$ cat config.mk
export PLATFORM = sky130hd
export DESIGN_NAME = vec_operand_router
export DESIGN_NICKNAME = d
export VERILOG_FILES = /design/src/rtl/vec_operand_router.sv
export SDC_FILE = /design/constraint.sdc
export NUM_CORES = 1
export LEC_CHECK = 0
export BUFFER_PORTS_ARGS = -buffer_cell sky130_fd_sc_hd__clkbuf_2
export CAP_MARGIN = 0
export CORE_AREA = 2 2 353 355
export DETAILED_ROUTE_END_ITERATION = 16
export DIE_AREA = 0 0 355 357
export SYNTH_ARGS = -nofsm -noshare
export SYNTH_HDL_FRONTEND = slang
export SYNTH_SLANG_ARGS = --single-unit
$ cat constraint.sdc
create_clock -name clk -period 9.7 [get_ports clk]
set_clock_uncertainty 0.15 [all_clocks]
set_input_delay 0.97 -clock clk [delete_from_list [all_inputs] [get_ports clk]]
set_output_delay 0.97 -clock clk [all_outputs]
set_load 0.01 [all_outputs]
$ cat src/rtl/vec_operand_router.sv
`timescale 1ns/1ps
module vec_operand_router #(
  parameter int CW = 24,
  parameter int IW = 7,
  parameter int DW = 7,
  parameter int AW = 8
) (
  input  logic            clk,
  input  logic            rst_n,
  input  logic [1:0]      op_form,
  input  logic [1:0]      ar_sel,
  input  logic [AW-1:0]   ar0,
  input  logic [AW-1:0]   ar1,
  input  logic [AW-1:0]   lc,
  input  logic [IW-1:0]   s1_base,
  input  logic [IW-1:0]   s2_base,
  input  logic [IW-1:0]   s3_base,
  input  logic [26:0]     desc,
  output logic [1:0]      s1_cls,
  output logic [IW-1:0]   s1_idx,
  input  logic [4*CW-1:0] s1_rdata,
  output logic [1:0]      s2_cls,
  output logic [IW-1:0]   s2_idx,
  input  logic [4*CW-1:0] s2_rdata,
  output logic [1:0]      s3_cls,
  output logic [IW-1:0]   s3_idx,
  input  logic [4*CW-1:0] s3_rdata,
  output logic [4*CW-1:0] s1_op,
  output logic [4*CW-1:0] s2_op,
  output logic [4*CW-1:0] s3_op,
  input  logic            cmp_en,
  input  logic [2:0]      cmp_x,
  input  logic [2:0]      cmp_y,
  output logic [1:0]      cond,
  input  logic            res_valid,
  input  logic [DW-1:0]   res_dest,
  input  logic [3:0]      res_mask,
  input  logic            res_bcast,
  input  logic [4*CW-1:0] res_data,
  output logic [3:0]      out_we,
  output logic [3:0]      tmp_we,
  output logic [3:0]      wr_idx,
  output logic [4*CW-1:0] wr_data
);

  localparam int VW    = 4 * CW;
  localparam int EW    = ((IW > AW) ? IW : AW) + 2;
  localparam int UBASE = 32;
  localparam logic [1:0] CLS_IN   = 2'd0;
  localparam logic [1:0] CLS_TMP  = 2'd1;
  localparam logic [1:0] CLS_UNI  = 2'd2;
  localparam logic [1:0] CLS_NONE = 2'd3;

  logic [3*IW-1:0]        base_all;
  logic [3*VW-1:0]        rd_all;
  logic [5:0]             cls_all;
  logic [3*IW-1:0]        idx_all;
  logic [3*VW-1:0]        swz_all;
  logic signed [EW-1:0]   ofs;
  logic [2:0]             rel_hot;
  logic [1:0]             cond_nx;

  assign base_all = {s3_base, s2_base, s1_base};
  assign rd_all   = {s3_rdata, s2_rdata, s1_rdata};

  always_comb begin
    case (ar_sel)
      2'd1:    ofs = EW'($signed(ar0));
      2'd2:    ofs = EW'($signed(ar1));
      2'd3:    ofs = $signed(EW'(lc));
      default: ofs = '0;
    endcase
  end

  always_comb begin
    case (op_form)
      2'd0:    rel_hot = 3'b001;
      2'd1:    rel_hot = 3'b010;
      2'd2:    rel_hot = 3'b010;
      default: rel_hot = 3'b100;
    endcase
  end

  generate
    for (genvar g = 0; g < 3; g++) begin : g_src
      logic signed [EW-1:0] add;
      logic signed [EW-1:0] eff;
      logic [1:0]           c;
      logic [IW-1:0]        ix;
      logic [VW-1:0]        raw;
      logic [8:0]           fld;

      assign fld = desc[9*g +: 9];
      assign add = rel_hot[g] ? ofs : '0;
      assign eff = $signed({{(EW-IW){1'b0}}, base_all[g*IW +: IW]}) + add;

      always_comb begin
        c  = CLS_NONE;
        ix = '0;
        if (!eff[EW-1] && eff[EW-2:IW] == '0) begin
          if (eff[IW-1:4] == '0) begin
            c  = CLS_IN;
            ix = eff[IW-1:0];
          end else if (eff[IW-1:5] == '0) begin
            c  = CLS_TMP;
            ix = {{(IW-4){1'b0}}, eff[3:0]};
          end else begin
            c  = CLS_UNI;
            ix = eff[IW-1:0] - IW'(UBASE);
          end
        end
      end

      assign raw = (c == CLS_NONE) ? '0 : rd_all[g*VW +: VW];

      for (genvar k = 0; k < 4; k++) begin : g_lane
        assign swz_all[g*VW + k*CW +: CW] =
          raw[fld[1+2*k +: 2]*CW +: CW] ^ {fld[0], {(CW-1){1'b0}}};
      end

      assign cls_all[2*g +: 2]   = c;
      assign idx_all[g*IW +: IW] = ix;
    end
  endgenerate

  assign s1_cls = cls_all[1:0];
  assign s2_cls = cls_all[3:2];
  assign s3_cls = cls_all[5:4];
  assign s1_idx = idx_all[0 +: IW];
  assign s2_idx = idx_all[IW +: IW];
  assign s3_idx = idx_all[2*IW +: IW];

  function automatic logic signed [CW-1:0] sm_val(input logic [CW-1:0] x);
    logic signed [CW-1:0] m;
    m = $signed({1'b0, x[CW-2:0]});
    return x[CW-1] ? -m : m;
  endfunction

  function automatic logic cmp_bit(input logic [2:0] t, input logic [CW-1:0] a,
                                   input logic [CW-1:0] b, input logic keep);
    logic signed [CW-1:0] va;
    logic signed [CW-1:0] vb;
    va = sm_val(a);
    vb = sm_val(b);
    case (t)
      3'd0:    return va == vb;
      3'd1:    return va != vb;
      3'd2:    return va <  vb;
      3'd3:    return va <= vb;
      3'd4:    return va >  vb;
      3'd5:    return va >= vb;
      default: return keep;
    endcase
  endfunction

  assign cond_nx[0] = cmp_bit(cmp_x, swz_all[0 +: CW],  swz_all[VW +: CW],      cond[0]);
  assign cond_nx[1] = cmp_bit(cmp_y, swz_all[CW +: CW], swz_all[VW+CW +: CW],   cond[1]);

  always_ff @(posedge clk or negedge rst_n) begin
    if (!rst_n) begin
      s1_op   <= '0;
      s2_op   <= '0;
      s3_op   <= '0;
      cond    <= '0;
      out_we  <= '0;
      tmp_we  <= '0;
      wr_idx  <= '0;
      wr_data <= '0;
    end else begin
      s1_op   <= swz_all[0 +: VW];
      s2_op   <= swz_all[VW +: VW];
      s3_op   <= swz_all[2*VW +: VW];
      if (cmp_en) cond <= cond_nx;
      out_we  <= (res_valid && res_dest[DW-1:4] == '0) ? res_mask : 4'd0;
      tmp_we  <= (res_valid && res_dest[DW-1:5] == '0 && res_dest[4]) ? res_mask : 4'd0;
      wr_idx  <= res_dest[3:0];
      wr_data <= res_bcast ? {4{res_data[CW-1:0]}} : res_data;
    end
  end

endmodule


Yosys cells after proc, flatten, opt, wreduce, memory -nomap -nowiden
Cells that the tools add are included.
{ "totals": {"register_bits": 398, "inputBits": 482, "out_inout_bits": 425, "wordCells": 148} }
{ "op_classes": {"n_addsub": 10, "mul": 12, "order_cmp": 8, "eq_ne": 22, "n_shift": 12, "muxes": 35, "n_bitwise": 12, "reduce_logical": 28} }
{ "ops": {"columns": ["cell", "count"], "rows": [
  ["96-bit by 8-bit indexed part select with 24-bit output", 12],
  ["96-bit two-way mux", 4],
  ["24-bit bitwise XOR", 12],
  ["24-bit two-way mux", 4],
  ["23-bit negator with 24-bit output", 4],
  ["7-bit two-way mux", 9],
  ["24-bit == test", 2],
  ["24-bit >= comparator", 2],
  ["24-bit > comparator", 2],
  ["24-bit less-or-equal comparator", 2],
  ["24-bit < comparator", 2],
  ["2-bit by 2-bit multiplier with 4-bit output, second input constant", 12],
  ["24-bit inequality test", 2],
  ["8-bit by 10-bit adder with 10-bit output", 3],
  ["10-bit two-way mux", 3],
  ["10-bit one-hot mux with 3 select lines", 1],
  ["7-bit by 6-bit subtractor with 7-bit output, second input constant", 3],
  ["3-bit zero test", 6],
  ["2-bit two-way mux", 9],
  ["2-bit zero test", 8],
  ["2-bit == test, second input constant", 6],
  ["3-bit by 2-bit == test with 1-bit output, second input constant", 4],
  ["3-bit == test, second input constant", 4],
  ["1-bit one-hot mux with 6 select lines", 2],
  ["9 further kinds", 21]
]} }

Longest topological paths before layout
Gate-level depths: netlist of the first run.
{ "depth": {"ltp_word": 17, "ltp_mapped": 29, "depth_no_buf": 27} }

Least setup slack after synthesis of the first run
Ideal clock, no wire load.
{ "synth_path": {"path_type": "in2reg", "startpoint": "input ar_sel[0]", "endpoint": "register cond[0]", "setup_ns": 0.140, "t_arrival_ns": 6.744, "required_time_ns": 9.410, "path_slack_ns": 2.666, "stages": 27, "n_path_buf": 4, "path_cell_list": "clkbuf_1 > mux2_2 > a22oi_1 > nor2_1 > ha_1 > fa_1 > a211oi_1 > o21ai_0 > nand3_1 > nand4_1 > nand2_1 > clkbuf_1 > clkbuf_1 > nand2_1 > ha_1 > clkbuf_1 > a31oi_1 > a211oi_1 > o32a_1 > ha_1 > nand4_1 > nor3_1 > nor2_1 > a31oi_1 > mux2_2 > a2111oi_0 > a211oi_1"} }
{ "synth_between": {"elab_chain_cells": 16, "word_cells_on_any_way": 43, "cone_classes": "4 x add/sub; 4 x order compare; 7 x eq/ne; 2 x shift; 14 x mux; 2 x bitwise; 10 x reduce/logical"} }
{ "synth_lines": {"columns": ["item", "line", "source"], "rows": [
  ["from (decl)", "11", "input logic [1:0] ar_sel,"],
  ["2-bit == test / 2-bit by 1-bit == test with 1-bit output (equally long branches)", "67", "case (ar_sel)"],
  ["10-bit one-hot mux with 3 select lines (*)", "67", null],
  ["10-bit two-way mux", "94", "assign add = rel_hot[g] ? ofs : '0;"],
  ["8-bit by 10-bit adder with 10-bit output", "95", "assign eff = $signed({{(EW-IW){1'b0}}, base_all[g*IW +: IW]}) + add;"],
  ["2-bit zero test", "104", "end else if (eff[IW-1:5] == '0) begin"],
  ["2-bit two-way mux", "104", null],
  ["2-bit two-way mux", "101", "if (eff[IW-1:4] == '0) begin"],
  ["2-bit two-way mux", "100", "if (!eff[EW-1] && eff[EW-2:IW] == '0) begin"],
  ["2-bit == test", "114", "assign raw = (c == CLS_NONE) ? '0 : rd_all[g*VW +: VW];"],
  ["96-bit two-way mux", "114", null],
  ["96-bit by 8-bit indexed part select with 24-bit output", "118", "raw[fld[1+2*k +: 2]*CW +: CW] ^ {fld[0], {(CW-1){1'b0}}};"],
  ["24-bit bitwise XOR", "118", null],
  ["23-bit negator with 24-bit output", "136", "return x[CW-1] ? -m : m;"],
  ["24-bit two-way mux", "136", null],
  ["24-bit >= comparator, or another cell as far along", "151", "3'd5: return va >= vb;"],
  ["1-bit one-hot mux with 6 select lines (*)", "145", "case (t)"],
  ["to (signal assigned)", "173", "if (cmp_en) cond <= cond_nx;"],
  ["to (decl)", "34", "output logic [1:0] cond,"]
]} }
Mark *: on every way between the ends. The rest lies on a longest branch, timed or not.
A chain may end at the register's enable or synchronous reset.

Final worst setup path of the first run
Ends and elaborated chain as after synthesis.

==> impl_metrics.csv, run 1 <==
group,metric,value,unit
clock_tree,cts_resized,0,
route,drt-initial-drc-count,1443,
timing,clock.fmax,140,MHz
finish,fill_cells,13079,
pwr,p_seq_frac,0.324,
route,drt_wl_total,126,mm
yosys,ys_types,73,
critical_path,cp_slowest_stage_delay,510,ps
clock_tree,postCtsSetupBuffers,0,
global_route,grt_start_max_net_pins,149,
die,dieArea,0.127,sq mm
route,vias,22014,
timing,worst_slew_pin_slew,1090,ps
global_route,grt_usage,0.194,
yosys,ys_ff_latch,398,
outcome,status,"finished clean",
pwr,switching_share,0.347,
timing,post-route-period-util,0.736,
die,die_w,355,um
critical_path,worstPathRequired,10060,ps
critical_path,crit_slowest_cell,"nand4_1",
pwr,leakage,15.3,nW
die,initial_utilization,0.205,
clock_tree,clk_pin_slew,60,ps
finish,final_nets,3543,
finish,layout_commonest_cell,"clkbuf_2",
timing,maxSlewHeadroom,0.270,
placement,dp_hpwl,104,mm
clock_tree,cts.sinks,398,
timing,hold_viol,0,
yosys,ys_async_sr_fraction,1.00,
critical_path,worstSetupEndpointType,"flop",
yosys,netlist_area,0.0252,sq mm
critical_path,crit_path_start_kind,"primary input",
die,io-pin-count,907,
route,dr.pass1.iters,5,
finish,seq_area,0.00996,sq mm
pwr,p_comb_frac,0.317,
die,die_height,357,um
yosys,synth.avg_cell_area,11.8,sq um
placement,gp_congestion,0.896,
global_route,grt_pass1_vias,22390,
clock_tree,cts_max_level,2,
yosys,yosys_warnings,0,
pwr,clkPwrFrac,0.358,
clock_tree,root_buffer,"clkbuf_16",
pwr,intPower,3.89,mW
clock_tree,clkLatencyLatePin,650,ps
clock_tree,cts_buffers,53,
critical_path,crit_fanout,12,
route,wl_per_cell,27.0,um
clock_tree,cts_hold_buffers,0,
yosys,syn-num-nets,2697,
global_route,antenna_found_initial,39,
pwr,p_sw,2.07,mW
timing,fin_crit,7140,ps
route,antenna_left,0,
yosys,seq_area_frac_synth,0.396,
route,viasPerCell,4.70,
timing,slew_viol_final,0,
critical_path,arrival,7500,ps
min_path,hold_path.class,"primary input to async pin",
finish,multi_input_area,0.0142,sq mm
die,core-area,0.123,sq mm
timing,tns,0,ps
finish,synthToLayoutAreaGrowth,32.6,%
finish,final_cell_mix,"clkbuf_2 (905), dfrtp_1 (398), mux4_2 (283)",
global_route,grt_pass1_wl,173,mm
clock_tree,cts_tree,"built",
pwr,powerDensity,178,mW/mm^2
timing,finalSetupViolCount,0,
clock_tree,clk_path_buf_depth,3,
pwr,finalPower,5.95,mW
yosys,synth_flop_cell,"dfrtp_1",
pwr,ir_worst_vdd,130,uV
placement,port_buffers,906,
die,fp-row-count,129,
yosys,synth_edf_count,0,
finish,drive_above_1_share,0.448,
job,drv_cap,0,
timing,grt_setup_unrepaired,"no",
yosys,synthCells,2137,
global_route,grt-ovfl-total,0,
route,drc,0,
critical_path,critPathKind,"primary input to flop",
## synthesized netlist by cell type (16+ instances only)
library cell	n	area share
nor2_1	117	0.017
a211oi_1	17	0.0051
nor2b_1	115	0.029
and2_1	175	0.043
buf_2	17	0.0034
ha_1	75	0.037
or3_1	18	0.0045
clkbuf_1	116	0.017
mux2i_1	18	0.0072
nor3_1	32	0.0064
mux2_2	24	0.011
a22oi_1	16	0.0048
dfrtp_1	398	0.40
a21o_1	16	0.0048
nand3_1	18	0.0036
o21ai_0	133	0.026
inv_1	124	0.018
nand2_1	88	0.013
mux4_2	283	0.25
a21oi_1	75	0.015
xnor2_1	29	0.010
## final cells by class
class	count	share of cell area
Multi-Input combinational cell	1469	0.425
Sequential cell	398	0.298
Timing Repair Buffer	935	0.143
Tap cell	1637	0.0613
Clock buffer	74	0.0454
Inverter	126	0.0142
Clock inverter	26	0.0110
Antenna cell	14	0.00105
## sequential cells by signal, indices dropped and copies added, names as in the netlist
signal,cells
s1_op,96
s2_op,96
s3_op,96
wr_data,96
out_we,4
tmp_we,4
wr_idx,4
cond,2
## metrics by stage
step                 util  instance area [sq um]  hold slack (ps)  cells  worst slack (ps)
floorplan               -                  25200              417   2137              2670
global placement    0.256                  31500              401   4565              2120
detailed placement  0.256                  31500              406   4565              1980
CTS                 0.271                  33400              144   4665              2670
global route        0.271                  33400              154   4667              2000
finish              0.272                  33400              121   4679              2560
## critical path, delay by kind of cell
family | cells | cell delay (ps)
AND/OR/NAND/NOR | 8 | 1650
buffers and inverters | 2 | 490
multiplexers | 2 | 730
adder cells (fa/ha/maj) | 4 | 1320
AO/OA/AOI/OAI | 10 | 2310
## layer usage
layer | vias up | global-route usage | routed length (um)
li1 | 9673 | - | -
met5 | - | 0 | 348
met2 | 1050 | 0.336 | 62800
met3 | 236 | 0.0867 | 14200
met4 | 58 | 0.0665 | 4730
met1 | 10997 | 0.209 | 44400
## logic make-up after synthesis
logic type | after synthesis | share of synthesized area
AND/OR/NAND/NOR | 664 | 0.146
flip-flops | 398 | 0.396
AO/OA/AOI/OAI | 356 | 0.0871
multiplexers | 329 | 0.275
buffers and inverters | 270 | 0.0417
adder cells (fa/ha/maj) | 78 | 0.0397
XOR/XNOR | 42 | 0.0146
## worst paths after layout
kind	cells past startpoint	start	slack, ps	endpoint
hold reg to reg	2	cond[1]$_DFFE_PN0P_	420	cond[1]$_DFFE_PN0P_
max in group asynchronous	3	rst_n	7290	wr_data[80]$_DFF_PN0_
min in group clk	1	res_dest[2]	270	wr_idx[2]$_DFF_PN0_
setup reg to reg	2	cond[0]$_DFFE_PN0P_	8740	cond[0]$_DFFE_PN0P_
hold / removal	1	rst_n	120	s3_op[76]$_DFF_PN0_
setup / recovery	26	ar_sel[0]	2560	cond[0]$_DFFE_PN0P_
## power by group through the flow
stage	clock network, mW	registers [mW]	logic (mW)
floorplan	0	2.05	0.897
global placement	0	1.96	1.90
detailed placement	0	1.96	1.92
CTS	2.20	1.93	1.92
global route	2.27	1.95	2.06
finish	2.13	1.93	1.89
Power figures use the tool's default switching activity.
==> run 2, diff against run 1 <==
==> constraint.sdc (replaced) <==
create_clock -name clk -period 5.93 [get_ports clk]
set_clock_uncertainty 0.15 [all_clocks]
set_input_delay 0.593 -clock clk [delete_from_list [all_inputs] [get_ports clk]]
set_output_delay 0.593 -clock clk [all_outputs]
set_load 0.01 [all_outputs]
==> run 2 against run 1 <==
Cell count is 4.3% higher. Sequential cell count did not move. Register-to-register slack lost 3700 ps. Critical path type unchanged. Highest routed layer unchanged.
==> impl_metrics.csv, run 2 (synthesis gave the netlist of run 1 again) <==
group,metric,value,unit
route,dr.pass1.iters,8,
min_path,hold_path.class,"primary input to flop",
route,drc,0,
pwr,powerDensity,280,mW/mm^2
finish,synthToLayoutAreaGrowth,39.6,%
finish,drive_above_1_share,0.465,
outcome,status,"finished clean",
timing,setup_ws,456,ps
placement,pre_cts_ws,-132,ps
timing,fin_crit,5470,ps
global_route,grt_usage,0.197,
timing,hold_ws,47.4,ps
critical_path,worstPathRequired,6370,ps
clock_tree,cts.sinks,398,
finish,final_nets,3745,
timing,grt_setup_unrepaired,"no",
route,drt-initial-drc-count,1691,
timing,hold_viol,0,
critical_path,r2r_end,"cond[1]$_DFFE_PN0P_",
finish,layout_commonest_cell,"clkbuf_2",
die,core-area,0.123,sq mm
finish,final_cell_mix,"clkbuf_2 (905), dfrtp_1 (398), mux4_2 (283)",
die,die_height,357,um
route,drt_wl_total,129,mm
placement,dp_hpwl,107,mm
clock_tree,clkLatencyLatePin,640,ps
pwr,ir_worst_vdd,216,uV
min_path,min_path_cells,3,
global_route,grt_pass1_vias,23436,
critical_path,arrival,5910,ps
die,die_w,355,um
timing,finalSetupViolCount,0,
global_route,antenna_found_initial,53,
job,drv_cap,0,
route,viasPerCell,4.71,
pwr,leakage,16.2,nW
die,initial_utilization,0.205,
critical_path,ff2ff_path_depth,4,
critical_path,crit_path_start_kind,"primary input",
min_path,hold_start,"res_data[53]",
timing,maxSlewHeadroom,0.275,
clock_tree,clk_path_buf_depth,3,
clock_tree,cts_tree,"built",
timing,worst_slew_pin_slew,1090,ps
global_route,grt_start_max_net_pins,122,
critical_path,crit_fanout,13,
global_route,grt-ovfl-total,0,
critical_path,worst_r2r_startpoint,"cond[1]$_DFFE_PN0P_",
die,fp-row-count,129,
critical_path,r2r_setup_slack,5000,ps
timing,post-route-period-util,0.923,
finish,fill_cells,12885,
min_path,holdPathEnd,"wr_data[53]$_DFF_PN0_",
placement,port_buffers,906,
finish,layout.cells.non_filler,4878,
critical_path,critPathKind,"primary input to flop",
critical_path,worstSetupEndpointType,"flop",
clock_tree,cts_buffers,51,
placement,gp_congestion,0.903,
clock_tree,root_buffer,"clkbuf_16",
placement,place_inst,4697,
die,dieArea,0.127,sq mm
route,antenna_left,0,
timing,clock.fmax,183,MHz
clock_tree,clk_pin_slew,60,ps
route,vias,22974,
global_route,grt_pass1_wl,176,mm
timing,slew_viol_final,0,
clock_tree,postCtsSetupBuffers,0,
clock_tree,cts_max_level,2,
die,io-pin-count,907,
route,wl_per_cell,26.4,um
==> run 2: changes by cell type in the layout (fill, tap and decap cells not counted), sizes merged <==
| cell | delta |
|---|---|
| buf | +132 |
| dlygate4sd3 | +72 |
| inv | +1 |
| clkbuf | -15 |
| diode | +2 |
| clkinv | +7 |
==> run 2: per-layer routing <==
metal  GRT usage  up-vias  share of wire
met5           0        -         0.0031
met2       0.344     1077           0.50
met1       0.215    11542           0.36
met3      0.0784      238           0.11
met4      0.0693       60          0.039
li1            -    10057              -
==> run 2: worst max path at each step <==
stage / start / endpoint / slack [ps]
global placement: ar_sel[0] / cond[0]$_DFFE_PN0P_ / -100
finish: ar_sel[0] / cond[1]$_DFFE_PN0P_ / 460
floorplan: ar_sel[0] / cond[0]$_DFFE_PN0P_ / 20
detailed placement: ar_sel[0] / cond[1]$_DFFE_PN0P_ / -130
CTS: ar_sel[0] / cond[0]$_DFFE_PN0P_ / 550
global route: ar_sel[0] / cond[1]$_DFFE_PN0P_ / 30
==> run 2: worst max-delay path, stage by stage <==
cell	delay, ps
clkbuf_2	190
mux2_2	360
a22oi_2	210
nor2b_1	80
ha_1	220
fa_1	450
a211o_1	330
o211a_1	160
o2111ai_1	250
o211ai_1	130
buf_4	170
buf_4	190
and2_1	160
inv_1	70
ha_1	270
buf_4	190
o2111ai_1	120
nand3_1	120
o21ai_0	160
ha_1	360
nand4_1	120
nor2_1	210
nand4_1	190
nand2b_1	190
a311oi_1	240
a21oi_1	70
nand3_1	80
==> run 2: area by class of cell <==
type / instances / area [sq um] / area share
multi-input cells: 1469 / 14200 / 0.405
diodes: 16 / 40.0 / 0.00114
clock inverters: 34 / 439 / 0.0125
flip-flops and latches: 398 / 9960 / 0.283
well taps: 1637 / 2050 / 0.0583
inverters: 126 / 473 / 0.0135
clock buffers: 59 / 1370 / 0.0389
repair buffers: 1139 / 6570 / 0.187
==> run 2: timing repair <==
item,4_1_cts,5_1_grt
hold buffers,72,0
resized for setup,0,0
hold endpoints to repair,143,0
==> run 2: per-stage QoR <==
step	total power, mW	setup TNS (ps)	util	instance area [sq um]
floorplan	4.83	0	-	25200
global placement	6.50	-186	0.265	32600
detailed placement	6.52	-262	0.265	32600
CTS	10.0	0	0.285	35100
global route	10.4	0	0.286	35100
finish	9.84	0	0.286	35100
==> run 2: where the power goes <==
group / total, mW / internal (mW) / switching [mW]
clock: 3.38 / 1.97 / 1.40
combinational: 3.31 / 1.41 / 1.90
sequential: 3.15 / 3.04 / 0.118
==> run 3, diff against run 2 <==
--- a/config.mk
+++ b/config.mk
@@ -10,6 +10,7 @@
 export CORE_AREA = 2 2 353 355
 export DETAILED_ROUTE_END_ITERATION = 16
 export DIE_AREA = 0 0 355 357
+export PLACE_DENSITY_LB_ADDON = 0.12
 export SYNTH_ARGS = -nofsm -noshare
 export SYNTH_HDL_FRONTEND = slang
 export SYNTH_SLANG_ARGS = --single-unit
==> constraint.sdc (replaced) <==
create_clock -name clk -period 5.93 [get_ports clk]
set_clock_uncertainty 0.15 [all_clocks]
set_input_delay 0.593 -clock clk [delete_from_list [all_inputs] [get_ports clk]]
set_output_delay 0.593 -clock clk [all_outputs]
set_load 0.1 [all_outputs]
==> run 3 against run 2 <==
Sequential share of layout area down 0.63 points. Largest cell class unchanged. Critical path depth is 5 lower. Worst hold slack gained 5.0 ps. Power up 28%. First-iteration DRC count decreased by 25%. Combinational power grew 77%. Sequential cell count unchanged. Global-route usage is 0.70 points higher. Utilization up 0.65 points. Clock-buffer cell count is 17 higher.
==> impl_metrics.csv, run 3 (synthesis gave the netlist of run 1 again) <==
group,metric,value,unit
outcome,status,"finished clean",
pwr,p_comb_frac,0.466,
timing,maxSlewHeadroom,0.246,
clock_tree,cts_tree,"built",
pwr,powerDensity,349,mW/mm^2
global_route,grt_pass1_wl,184,mm
route,wl_per_cell,26.8,um
route,drt_wl_total,133,mm
placement,place_inst,4754,
global_route,grt_pass1_vias,24039,
clock_tree,cts_max_level,2,
route,drc,0,
placement,port_buffers,906,
timing,slew_viol_final,0,
timing,hold_viol,0,
finish,layout.cells.non_filler,4948,
clock_tree,cts_buffers,55,
placement,dp_hpwl,107,mm
clock_tree,clk_pin_slew,60,ps
pwr,clkPwrFrac,0.282,
pwr,leakage,16.7,nW
finish,layout_commonest_cell,"clkbuf_2",
timing,grt_setup_unrepaired,"no",
critical_path,crit_path_start_kind,"primary input",
die,die_w,355,um
route,vias,22750,
clock_tree,clkLatencyLatePin,650,ps
pwr,p_seq_frac,0.252,
global_route,grt_start_max_net_pins,131,
die,die_height,357,um
finish,synthToLayoutAreaGrowth,42.8,%
pwr,ir_worst_vdd,230,uV
die,initial_utilization,0.205,
route,drt-initial-drc-count,1271,
die,core-area,0.123,sq mm
finish,fill_cells,13170,
timing,finalSetupViolCount,0,
finish,final_cell_mix,"clkbuf_2 (896), dfrtp_1 (398), mux4_2 (283)",
clock_tree,clk_path_buf_depth,3,
min_path,hold_path.class,"primary input to flop",
critical_path,arrival,5890,ps
timing,clock.fmax,181,MHz
route,antenna_left,0,
route,viasPerCell,4.60,
pwr,p_sw,5.94,mW
global_route,grt-ovfl-total,0,
placement,pre_cts_ws,-323,ps
finish,drive_above_1_share,0.476,
critical_path,crit_fanout,15,
global_route,grt_usage,0.204,
route,dr.pass1.iters,7,
clock_tree,cts.sinks,398,
clock_tree,root_buffer,"clkbuf_16",
finish,final_nets,3814,
critical_path,worstSetupEndpointType,"flop",
placement,gp_congestion,0.827,
die,fp-row-count,129,
job,drv_cap,0,
critical_path,worstPathRequired,6300,ps
timing,fin_crit,5520,ps
pwr,intPower,6.62,mW
global_route,antenna_found_initial,42,
pwr,switching_share,0.473,
die,io-pin-count,907,
timing,setup_ws,413,ps
clock_tree,postCtsSetupBuffers,0,
timing,worst_slew_pin_slew,1130,ps
die,dieArea,0.127,sq mm
timing,post-route-period-util,0.930,
critical_path,critPathKind,"primary input to flop",
==> run 3: cell count changes in the layout (fill, tap and decap cells not counted), sizes merged <==
cell / previous run / this run
buf: 162 / 228
clkbuf: 964 / 972
dlygate4sd3: 72 / 80
diode: 16 / 11
clkinv: 20 / 16
clkinvlp: 6 / 2
inv: 127 / 131
bufinv: 7 / 4
==> run 3: repair_timing <==
item | 4_1_cts | 5_1_grt
resized for setup | 0 | 3
endpoints found under the hold margin | 118 | 0
setup endpoints to repair | 0 | 2
hold buffers | 80 | 0
==> run 3: path summary, 6_finish.rpt <==
check | start | endpoint | slack, ps | cells after the start
hold / removal | res_data[46] | wr_data[46]$_DFF_PN0_ | 50 | 3
setup reg to reg | cond[1]$_DFFE_PN0P_ | cond[1]$_DFFE_PN0P_ | 4990 | 4
hold reg to reg | cond[1]$_DFFE_PN0P_ | cond[1]$_DFFE_PN0P_ | 420 | 2
min in group asynchronous | rst_n | s3_op[23]$_DFF_PN0_ | 280 | 2
max in group asynchronous | rst_n | s2_op[45]$_DFF_PN0_ | 4100 | 3
setup / recovery | ar_sel[0] | cond[0]$_DFFE_PN0P_ | 410 | 22
==> run 3: layout make-up <==
cell class | instances | area [sq um] | share of cell area
timing repair buffer | 1204 | 7240 | 0.201
sequential | 398 | 9960 | 0.277
antenna | 11 | 27.5 | 0.000766
clock inverter | 27 | 307 | 0.00853
inverter | 126 | 473 | 0.0132
multi-input combinational | 1469 | 14300 | 0.397
tap | 1637 | 2050 | 0.0570
clock buffer | 76 | 1610 | 0.0447
==> run 3: power by group through the flow <==
stage	Sequential (mW)	Combinational (mW)	Clock (mW)
6_report	3.17	5.86	3.54
3_3_place_gp	3.21	5.88	0
3_5_place_dp	3.21	5.87	0
5_1_grt	3.20	6.17	3.78
4_1_cts	3.17	5.93	3.67
2_1_floorplan	5.57	1.70	0
==> run 3: routing by layer <==
metal	part of all wire	wire, um	track usage	vias to the layer above
li1	-	-	-	10200
met5	0.0013	176	0	-
met1	0.40	53300	0.251	11604
met2	0.50	66600	0.354	754
met3	0.076	10100	0.0578	164
met4	0.020	2600	0.0392	28
==> run 3: worst max-delay path: stages <==
cell       delay, ps
clkbuf_2         220
mux2_2           370
a22oi_2          180
nor2b_1           80
ha_1             230
fa_1             440
a211o_1          340
o211a_1          150
o2111ai_1        250
o211ai_1         170
buf_4            180
a32oi_2          290
buf_4            270
mux2_2           360
ha_1             300
nand3b_1          70
a21oi_1          190
o211ai_1         140
a31oi_1          230
mux2_2           390
a2111oi_2        360
a211oi_1          70
==> run 3: stage by stage <==
stage | power [mW] | hold slack [ps] | utilization | area (sq um) | TNS [ps]
floorplan | 7.28 | 147 | - | 25300 | -949
global placement | 9.10 | 368 | 0.270 | 33200 | -436
detailed placement | 9.08 | 369 | 0.270 | 33200 | -556
CTS | 12.8 | 0.188 | 0.292 | 35900 | 0
global route | 13.1 | 16.5 | 0.292 | 35900 | 0
finish | 12.6 | 52.4 | 0.292 | 35900 | 0
